==> src/rtl/tlc_pkg.sv <==
package tlc_pkg;

  localparam int CCR_W = 8;
  localparam int ASI_W = 8;
  localparam int PST_W = 12;
  localparam int CWP_W = 8;

  localparam int PST_AG   = 0;
  localparam int PST_PRIV = 2;
  localparam int PST_PEF  = 4;
  localparam int PST_RED  = 5;

  typedef struct packed {
    logic [CCR_W-1:0] ccr;
    logic [ASI_W-1:0] asi;
    logic [PST_W-1:0] pst;
    logic [CWP_W-1:0] cwp;
  } tlc_tstate_t;

  typedef enum logic [2:0] {
    OP_NONE,
    OP_TRAP,
    OP_TRAP_ERR,
    OP_DONE,
    OP_RETRY,
    OP_ILLEGAL
  } tlc_op_e;

endpackage

==> src/rtl/tlc_decode.sv <==
module tlc_decode
  import tlc_pkg::*;
#(
  parameter int MAXTL = 5,
  parameter int TL_W  = 3
) (
  input  logic            trap_req,
  input  logic            done_req,
  input  logic            retry_req,
  input  logic [TL_W-1:0] tl_q,
  output tlc_op_e         op
);

  localparam logic [TL_W-1:0] TL_MAX  = TL_W'(MAXTL);
  localparam logic [TL_W-1:0] TL_ZERO = '0;

  always_comb begin
    op = OP_NONE;
    if (trap_req) begin
      op = (tl_q == TL_MAX) ? OP_TRAP_ERR : OP_TRAP;
    end else if (done_req || retry_req) begin
      if (tl_q == TL_ZERO) op = OP_ILLEGAL;
      else if (done_req)   op = OP_DONE;
      else                 op = OP_RETRY;
    end
  end

endmodule

==> src/rtl/tlc_vector.sv <==
module tlc_vector
  import tlc_pkg::*;
#(
  parameter int MAXTL = 5,
  parameter int TL_W  = 3,
  parameter int PC_W  = 64,
  parameter int TT_W  = 9
) (
  input  logic [PC_W-1:0]  trap_base,
  input  logic [TT_W-1:0]  trap_type,
  input  logic [TL_W-1:0]  tl_q,
  output logic [PC_W-1:0]  vec_pc,
  output logic [PC_W-1:0]  vec_npc,
  output logic [PST_W-1:0] entry_pst
);

  localparam int LOW_W = 15;
  localparam logic [TL_W-1:0] TL_ONE  = TL_W'(1);
  localparam logic [TL_W-1:0] TL_EDGE = TL_W'(MAXTL - 1);

  logic [LOW_W-1:0] low;
  logic             above_one;

  assign above_one = (tl_q > TL_ONE);

  always_comb begin
    low = LOW_W'(trap_type) << 5;
    low[LOW_W-1] = above_one;
  end

  assign vec_pc  = {trap_base[PC_W-1:LOW_W], low};
  assign vec_npc = vec_pc + PC_W'(4);

  always_comb begin
    entry_pst = '0;
    entry_pst[PST_AG]   = 1'b1;
    entry_pst[PST_PRIV] = 1'b1;
    entry_pst[PST_PEF]  = 1'b1;
    entry_pst[PST_RED]  = (tl_q == TL_EDGE);
  end

endmodule

==> src/rtl/tlc_stack.sv <==
module tlc_stack
  import tlc_pkg::*;
#(
  parameter int DEPTH = 5,
  parameter int IDX_W = 3,
  parameter int PC_W  = 64,
  parameter int TT_W  = 9
) (
  input  logic             clk,
  input  logic             rst_n,
  input  logic             we,
  input  logic [IDX_W-1:0] widx,
  input  logic [PC_W-1:0]  wpc,
  input  logic [PC_W-1:0]  wnpc,
  input  logic [TT_W-1:0]  wtt,
  input  tlc_tstate_t      wts,
  input  logic [IDX_W-1:0] ridx,
  output logic [PC_W-1:0]  rpc,
  output logic [PC_W-1:0]  rnpc,
  output logic [TT_W-1:0]  rtt,
  output tlc_tstate_t      rts
);

  localparam logic [IDX_W-1:0] LAST = IDX_W'(DEPTH - 1);

  logic [PC_W-1:0] pc_q  [DEPTH];
  logic [PC_W-1:0] npc_q [DEPTH];
  logic [TT_W-1:0] tt_q  [DEPTH];
  tlc_tstate_t     ts_q  [DEPTH];
  logic [DEPTH-1:0] hit;

  generate
    for (genvar s = 0; s < DEPTH; s++) begin : g_hit
      localparam logic [IDX_W-1:0] SID = IDX_W'(s);
      assign hit[s] = we && (widx == SID);
    end
  endgenerate

  always_ff @(posedge clk or negedge rst_n) begin
    if (!rst_n) begin
      for (int s = 0; s < DEPTH; s++) begin
        pc_q[s]  <= '0;
        npc_q[s] <= '0;
        tt_q[s]  <= '0;
        ts_q[s]  <= '0;
      end
    end else begin
      for (int s = 0; s < DEPTH; s++) begin
        if (hit[s]) begin
          pc_q[s]  <= wpc;
          npc_q[s] <= wnpc;
          tt_q[s]  <= wtt;
          ts_q[s]  <= wts;
        end
      end
    end
  end

  assign rpc  = (ridx <= LAST) ? pc_q[ridx]  : '0;
  assign rnpc = (ridx <= LAST) ? npc_q[ridx] : '0;
  assign rtt  = (ridx <= LAST) ? tt_q[ridx]  : '0;
  assign rts  = (ridx <= LAST) ? ts_q[ridx]  : '0;

endmodule

==> src/rtl/trap_level_ctrl.sv <==
module trap_level_ctrl
  import tlc_pkg::*;
#(
  parameter int MAXTL = 5,
  parameter int PC_W  = 64,
  parameter int TT_W  = 9,
  parameter int TL_W  = $clog2(MAXTL + 1)
) (
  input  logic             clk,
  input  logic             rst_n,
  input  logic             trap_req,
  input  logic [TT_W-1:0]  trap_type,
  input  logic             done_req,
  input  logic             retry_req,
  input  logic [PC_W-1:0]  cur_pc,
  input  logic [PC_W-1:0]  cur_npc,
  input  logic [7:0]       cur_ccr,
  input  logic [7:0]       cur_asi,
  input  logic [11:0]      cur_pstate,
  input  logic [7:0]       cur_cwp,
  input  logic [PC_W-1:0]  trap_base,
  output logic             redir_vld,
  output logic [PC_W-1:0]  redir_pc,
  output logic [PC_W-1:0]  redir_npc,
  output logic [11:0]      new_pstate,
  output logic             restore_vld,
  output logic [7:0]       rest_ccr,
  output logic [7:0]       rest_asi,
  output logic [7:0]       rest_cwp,
  output logic [TT_W-1:0]  rest_tt,
  output logic [TL_W-1:0]  trap_level,
  output logic             trap_err,
  output logic             illegal_op
);

  localparam logic [TL_W-1:0] TL_STEP = TL_W'(1);

  logic [TL_W-1:0]  tl_q;
  logic [TL_W-1:0]  rd_idx;
  tlc_op_e          op;
  logic [PC_W-1:0]  vec_pc, vec_npc;
  logic [PST_W-1:0] entry_pst;
  tlc_tstate_t      wr_ts, rd_ts;
  logic [PC_W-1:0]  rd_pc, rd_npc;
  logic [TT_W-1:0]  rd_tt;

  tlc_decode #(.MAXTL(MAXTL), .TL_W(TL_W)) u_decode (
    .trap_req  (trap_req),
    .done_req  (done_req),
    .retry_req (retry_req),
    .tl_q      (tl_q),
    .op        (op)
  );

  tlc_vector #(.MAXTL(MAXTL), .TL_W(TL_W), .PC_W(PC_W), .TT_W(TT_W)) u_vector (
    .trap_base (trap_base),
    .trap_type (trap_type),
    .tl_q      (tl_q),
    .vec_pc    (vec_pc),
    .vec_npc   (vec_npc),
    .entry_pst (entry_pst)
  );

  always_comb begin
    wr_ts.ccr = cur_ccr;
    wr_ts.asi = cur_asi;
    wr_ts.pst = cur_pstate;
    wr_ts.cwp = cur_cwp;
  end

  assign rd_idx = tl_q - TL_STEP;

  tlc_stack #(.DEPTH(MAXTL), .IDX_W(TL_W), .PC_W(PC_W), .TT_W(TT_W)) u_stack (
    .clk   (clk),
    .rst_n (rst_n),
    .we    (op == OP_TRAP),
    .widx  (tl_q),
    .wpc   (cur_pc),
    .wnpc  (cur_npc),
    .wtt   (trap_type),
    .wts   (wr_ts),
    .ridx  (rd_idx),
    .rpc   (rd_pc),
    .rnpc  (rd_npc),
    .rtt   (rd_tt),
    .rts   (rd_ts)
  );

  always_ff @(posedge clk or negedge rst_n) begin
    if (!rst_n) begin
      tl_q        <= '0;
      redir_vld   <= 1'b0;
      restore_vld <= 1'b0;
      trap_err    <= 1'b0;
      illegal_op  <= 1'b0;
      redir_pc    <= '0;
      redir_npc   <= '0;
      new_pstate  <= '0;
      rest_ccr    <= '0;
      rest_asi    <= '0;
      rest_cwp    <= '0;
      rest_tt     <= '0;
    end else begin
      redir_vld   <= 1'b0;
      restore_vld <= 1'b0;
      trap_err    <= 1'b0;
      illegal_op  <= 1'b0;
      unique case (op)
        OP_TRAP: begin
          tl_q       <= tl_q + TL_STEP;
          redir_vld  <= 1'b1;
          redir_pc   <= vec_pc;
          redir_npc  <= vec_npc;
          new_pstate <= entry_pst;
        end
        OP_DONE, OP_RETRY: begin
          tl_q        <= rd_idx;
          redir_vld   <= 1'b1;
          restore_vld <= 1'b1;
          redir_pc    <= (op == OP_DONE) ? rd_npc : rd_pc;
          redir_npc   <= (op == OP_DONE) ? rd_npc + PC_W'(4) : rd_npc;
          new_pstate  <= rd_ts.pst;
          rest_ccr    <= rd_ts.ccr;
          rest_asi    <= rd_ts.asi;
          rest_cwp    <= rd_ts.cwp;
          rest_tt     <= rd_tt;
        end
        OP_TRAP_ERR: trap_err   <= 1'b1;
        OP_ILLEGAL:  illegal_op <= 1'b1;
        default: ;
      endcase
    end
  end

  assign trap_level = tl_q;

endmodule

==> config.mk <==
export PLATFORM = sky130hd
export DESIGN_NAME = trap_level_ctrl
export DESIGN_NICKNAME = d
export VERILOG_FILES = /design/src/rtl/tlc_pkg.sv /design/src/rtl/tlc_decode.sv /design/src/rtl/tlc_vector.sv /design/src/rtl/tlc_stack.sv /design/src/rtl/trap_level_ctrl.sv
export SDC_FILE = /design/constraint.sdc
export NUM_CORES = 2
export LEC_CHECK = 0
export ABC_CLOCK_PERIOD_IN_PS = 7150
export BUFFER_PORTS_ARGS = -buffer_cell sky130_fd_sc_hd__buf_2
export CELL_PAD_IN_SITES_DETAIL_PLACEMENT = 0
export CELL_PAD_IN_SITES_GLOBAL_PLACEMENT = 1
export CORE_MARGIN = 3
export CORE_UTILIZATION = 45
export DETAILED_ROUTE_END_ITERATION = 6
export PLACE_DENSITY = 0.81
export SLEW_MARGIN = 40
export SYNTH_ARGS = -nofsm -noshare
export SYNTH_HDL_FRONTEND = slang
export SYNTH_HIERARCHICAL = 1
export SYNTH_SLANG_ARGS = --single-unit
==> constraint.sdc <==
create_clock -name clk -period 7.15 [get_ports clk]
set_clock_uncertainty 0.2 [all_clocks]
set_input_delay 0.715 -clock clk [delete_from_list [all_inputs] [get_ports clk]]
set_output_delay 0.715 -clock clk [all_outputs]
set_load 0.1 [all_outputs]
======== Word level (Yosys, flattened, before mapping) ========
Cells that the tools add are included.
word-level totals
  flip-flop bits (word level) ............. 1,045
  input bits .............................. 242
  output and inout port bits .............. 180
  logic and storage cells ................. 106
operators by class
  mux-type cells .......................... 31
  reductions and logical operators ........ 10
  add/subtract/negate cells ............... 4
  equality and inequality tests ........... 10
  $lt $le $gt $ge ......................... 3
  bitwise logic cells ..................... 1
operator list
  kind                                                                             count
  64-bit two-way mux                                                               8
  64-bit binary-select mux with 3-bit select                                       2
  64-bit case mux with 2 select lines                                              2
  64-bit by 3-bit adder with 64-bit output, second input constant                  2
  36-bit binary-select mux with 3-bit select                                       1
  36-bit two-way mux                                                               3
  9-bit binary-select mux with 3-bit select                                        1
  9-bit two-way mux                                                                3
  12-bit case mux with 2 select lines                                              1
  3-bit by 2-bit == test with 1-bit output, second input constant                  4
  3-bit == test, second input constant                                             4
  3-bit two-way mux                                                                4
  3-bit by 1-bit == test with 1-bit output, second input constant                  2
  3-bit case mux with 2 select lines                                               1
  1-bit logical AND                                                                5
  4-bit >= comparator, second input constant                                       1
  1-bit two-way mux                                                                4
  3-bit inverter with 4-bit output                                                 1
  3-bit by 1-bit adder with 3-bit output, second input constant                    1
  3-bit by 1-bit greater-than comparator with 1-bit output, second input constant  1
  3-bit <= comparator, second input constant                                       1
  3-bit logical NOT                                                                1
  3-bit OR reduction                                                               1
  3-bit by 1-bit subtractor with 3-bit output, second input constant               1
  other kinds (4)                                                                  4

======== Logic depth before layout (Yosys ltp) ========
  depth in word-level cells ............... 9
  gate-level depth with buffers ........... 17

======== Cells and area by module ========
The synthesis kept the hierarchy.
by module, submodules not included
  module           area an instance (um^2)  instances  cells each
  tlc_stack        38,605.8                 1          2,623
  trap_level_ctrl  10,889.2                 1          1,315
  tlc_vector       1,069.8                  1          143
  tlc_decode       66.3                     1          12

======== Least setup slack after synthesis ========
No wires, ideal clock.
  path kind ............................... reg-to-reg
  from .................................... reg tl_q[0] (netlist: trap_level[0])
  to ...................................... reg redir_npc[57]
  data required time ...................... 6.819 ns
  data arrival time ....................... 4.681 ns
  setup slack ............................. 2.138 ns
  buffers on the path ..................... 6
  period minus slack after synthesis ...... 5.012 ns
  stages on the path, launching flop included .. 17
  cells stage by stage .................... dfrtp_1 inv_1 ha_1 xor2_1 buf_2 nor3b_1 buf_2 clkbuf_1 a21o_1 buf_2 nand3_2 or4_1 buf_2 or4b_1 buf_2 mux2i_1 or3_1
on the way
  cells in the longest elaborated chain, start to end .. 9
  elaborated cells on any way between the ends .. 23
  those cells by class .................... add/sub: 3; order compare: 2; eq/ne: 4; mux: 10; bitwise: 1; reduce/logical: 3
ends and longest elaborated chain
  what                                                    RTL line                source
  from (decl)                                             trap_level_ctrl.sv:38   logic [TL_W-1:0] tl_q;
  from (signal assigned)                                  trap_level_ctrl.sv:110  tl_q <= tl_q + TL_STEP;
  from (signal assigned)                                  trap_level_ctrl.sv:117  tl_q <= rd_idx;
  3-bit by 1-bit subtractor with 3-bit output *           trap_level_ctrl.sv:71   assign rd_idx = tl_q - TL_STEP;
  named net rd_idx[0]                                     trap_level_ctrl.sv:39   logic [TL_W-1:0] rd_idx;
  3-bit inverter with 4-bit output (not written as such)  tlc_stack.sv:60         assign rnpc = (ridx <= LAST) ? npc_q[ridx] : '0;
  64-bit binary-select mux with 3-bit select              tlc_stack.sv:60
  64-bit two-way mux (not written as such) (2 in series)  tlc_stack.sv:60
  64-bit two-way mux *                                    tlc_stack.sv:60
  named net rd_npc[16]                                    trap_level_ctrl.sv:44   logic [PC_W-1:0] rd_pc, rd_npc;
  64-bit by 3-bit adder with 64-bit output *              trap_level_ctrl.sv:121  redir_npc <= (op == OP_DONE) ? rd_npc + PC_W'(4) : rd_npc;
  64-bit two-way mux *                                    trap_level_ctrl.sv:121
  64-bit case mux with 2 select lines *                   trap_level_ctrl.sv:108  unique case (op)
  to (signal assigned)                                    trap_level_ctrl.sv:113  redir_npc <= vec_npc;
  to (signal assigned)                                    trap_level_ctrl.sv:121
  to (decl)                                               trap_level_ctrl.sv:24   output logic [PC_W-1:0] redir_npc,
The timed path passes the listed nets; every way through them passes the cells marked *. The select of a mux whose other input is x is not followed.
A chain may end at the register's enable or synchronous reset.

======== Worst setup path after layout ========
  from .................................... reg tl_q[0] (netlist: trap_level[0])
  to ...................................... reg redir_npc[51]
Same word-level chain as after synthesis.

==> results.py <==
metrics = {
    "yosys": {
        "synth-async-reset-ratio": 1.00,
        "ys_warn_count": 6,
        "synth-seq-area-share": 0.516,
        "avgSynthCellArea_um2": 12.4,
        "syn_area_mm2": 0.0506,
        "ys_seq_elements": 1045,
        "synth_cell_types": 66,
        "netlist.area_leader.share": 0.516,
        "synthFlopType": "dfrtp_1",
        "postSynthCellCount": 4093,
        "ys_top_cells_by_area": "dfrtp_1 (52%), mux2_2 (19%), mux2i_1 (8.3%), a21o_1 (2.6%), buf_4 (2.4%)",
        "yosysTopAreaCell": "dfrtp_1",
        "synth-edff-count": 0,
    },
    "routing": {
        "wl_met3_um": 14400,
        "detail-route-antenna-nets": 0,
        "drc_errors": 0,
        "top_layer": "met5",
        "wire_per_inst_um": 26.5,
        "wl_met1_um": 65600,
        "viasPerCell": 5.85,
        "dr_wl_met2_um": 70200,
        "dr.pass1.iters": 5,
        "wl_um": 156000,
        "first_iter_violations": 2871,
        "vias": 34300,
    },
    "clock_network": {
        "clkLatencyLatePin_ns": 0.72,
        "clockBufferDepth": 3,
        "path_clk_slew_ns": 0.06,
        "cts_root_buf": "clkbuf_16",
        "clock-sinks": 1045,
        "cts_tree": "built",
        "h-tree-depth": 3,
        "cts-buffers-inserted": 113,
        "cts_resized": 0,
    },
    "timing": {
        "fmax_mhz": 177,
        "worstMarginPinSlew_ns": 0.973,
        "fin_tns_setup_ns": 0,
        "hold_violations": 0,
        "min_period_ns": 5.65,
        "slew_headroom": 0.333,
        "layout_setup_ws_ns": 1.50,
        "rsz0062_at_grt": "no",
        "period_share": 0.790,
        "finalSetupViolCount": 0,
        "drv_slew": 0,
    },
    "critical_path": {
        "required_ns": 7.58,
        "path_class": "register to register",
        "critical_path_arrival_ns": 6.08,
        "worstReg2RegEnd": "redir_npc[51]",
        "ff2ff_setup_slack_ns": 1.50,
        "path_cells": "inv_8 -> ha_1 -> xor2_4 -> buf_12 -> buf_16 -> mux2i_1 -> o22ai_1 -> a21o_1 -> nand4b_4 -> nor4_1 -> or4b_1 -> or4_1 -> a31oi_1",
        "cp_max_fo": 55,
        "reg2reg_depth": 13,
        "critPathSlowestCell": "dfrtp_1",
        "reg2reg_from": "trap_level[0]",
        "start_kind": "register",
        "end_kind": "register",
        "cpPeakStageDelay_ns": 0.82,
    },
    "placement": {
        "place_ws_ns": 1.54,
        "dpl.hpwl_um": 102000,
        "gp_congestion": 0.877,
        "dpl_cell_area_mm2": 0.0528,
        "numPortBuffers": 406,
    },
    "grt": {
        "grt-ovfl-total": 0,
        "antenna_found_initial": 43,
        "grt_max_degree": 139,
        "grt_pass1_wl_um": 230000,
        "grt_pass1_vias": 34600,
        "grtUsageTotal": 0.262,
    },
    "cells_and_area": {
        "fin_area_mm2": 0.0568,
        "final_layout_size_suffix_gt1_frac": 0.362,
        "syn_to_final_growth_pct": 12.3,
        "final_common_cell": "dfrtp_1",
        "layout.nets": 4509,
        "final_cell_mix": "dfrtp_1 (1045), mux2_2 (867), mux2i_1 (409)",
        "nFillCells": 9866,
    },
    "min_path": {
        "min_path_type": "input port to register",
        "hold_end": "redir_npc[46]",
        "hp-start": "trap_base[46]",
        "hold_depth": 3,
    },
    "die": {
        "dieArea_mm2": 0.117,
        "io_pins": 422,
        "design.core.area_mm2": 0.111,
        "start_util": 0.456,
        "rows": 122,
        "chipWidth_um": 341,
        "die_h_um": 341,
    },
    "flow_run": {
        "drv_cap": 0,
    },
    "run_status": {
        "status": "finished, final reports clean",
    },
}
how the worst max path moves through the flow:
stage / end / slack (ns) / cells after the start / start
floorplan: redir_npc[57] / 2.14 / 16 / trap_level[0]
global placement: redir_npc[57] / 1.52 / 12 / trap_level[0]
detailed placement: redir_npc[51] / 1.54 / 13 / trap_level[0]
CTS: redir_npc[51] / 1.49 / 13 / trap_level[0]
global route: redir_npc[51] / 1.23 / 13 / trap_level[0]
finish: redir_npc[51] / 1.50 / 13 / trap_level[0]
routing by layer:
layer	track usage	up-vias
met1	0.358	17800
met4	0.0925	20
met2	0.401	1154
li1	-	15200
met5	0	-
met3	0.0743	246
stage by stage:
stage | hold WS, ns | cells | util
after floorplan | 0.219 | 4112 | -
after global placement | 0.248 | 5623 | 0.473
after detailed placement | 0.251 | 5631 | 0.475
after CTS | 0.00757 | 5844 | 0.510
after global routing | 0.0545 | 5855 | 0.511
final | 0.0533 | 5874 | 0.512
Yosys cell counts, types with 10 or more instances:
cell	number
mux2i_1	421
a31oi_1	20
buf_4	160
buf_2	77
o211ai_1	69
a21oi_1	84
or3_1	73
a22oi_1	27
nand3_1	43
buf_1	32
dfrtp_1	1045
buf_6	56
and3_1	32
nand4_1	21
xnor2_1	17
nor3_1	18
nor4_1	17
a21o_1	173
nand2_1	248
clkbuf_1	117
o22ai_1	178
o21ai_0	89
and4_1	10
mux2_2	867
or4_1	14
nor2_1	82
sequential cells by signal, summed over array words and instances (netlist names):
signal and flops:
rest_cwp 8, redir_npc 64, u_stack/pc_q 320, redir_pc 64, new_pstate 12, restore_vld 1
rest_tt 9, u_stack/npc_q 320, u_stack/tt_q 45, redir_vld 1, rest_asi 8, trap_err 1
u_stack/ts_q 180, rest_ccr 8, trap_level 3, illegal_op 1
final cells by class:
class                      instances  area [um2]  share of cell area
multi-input combinational       2616       21900               0.385
sequential                      1045       26200               0.460
clock buffer                     169        3380              0.0594
timing repair buffer             480        2980              0.0523
inverter                           8        43.8            0.000770
clock inverter                    43         473             0.00832
antenna                           25        62.6             0.00110
tap                             1488        1860              0.0328
worst max-delay path, delay by kind of cell (launching register included):
family / cells / cell delay, ns
AND/OR/NAND/NOR: 4 / 2.08
buffers and inverters: 3 / 0.98
flip-flops: 1 / 0.82
AO/OA/AOI/OAI: 3 / 0.63
adder cells (fa/ha/maj): 1 / 0.35
XOR/XNOR: 1 / 0.27
multiplexers: 1 / 0.14
logic make-up after synthesis:
| group | Yosys count | synth area share |
|---|---|---|
| XOR/XNOR | 26 | 0.00450 |
| AO/OA/AOI/OAI | 677 | 0.0876 |
| AND/OR/NAND/NOR | 601 | 0.0590 |
| adder cells (fa/ha/maj) | 3 | 0.000741 |
| flip-flops | 1045 | 0.516 |
| other | 2 | 0.000148 |
| buffers and inverters | 451 | 0.0555 |
| multiplexers | 1288 | 0.276 |
timing repair:
action | in CTS | in global routing
hold buffers | 1 | 0
setup buffers | 0 | 0
endpoints found under the hold margin | 89 | 0
Power is not shown: default switching activity piles up to over one toggle a cycle in this logic, so the estimate is an artifact.
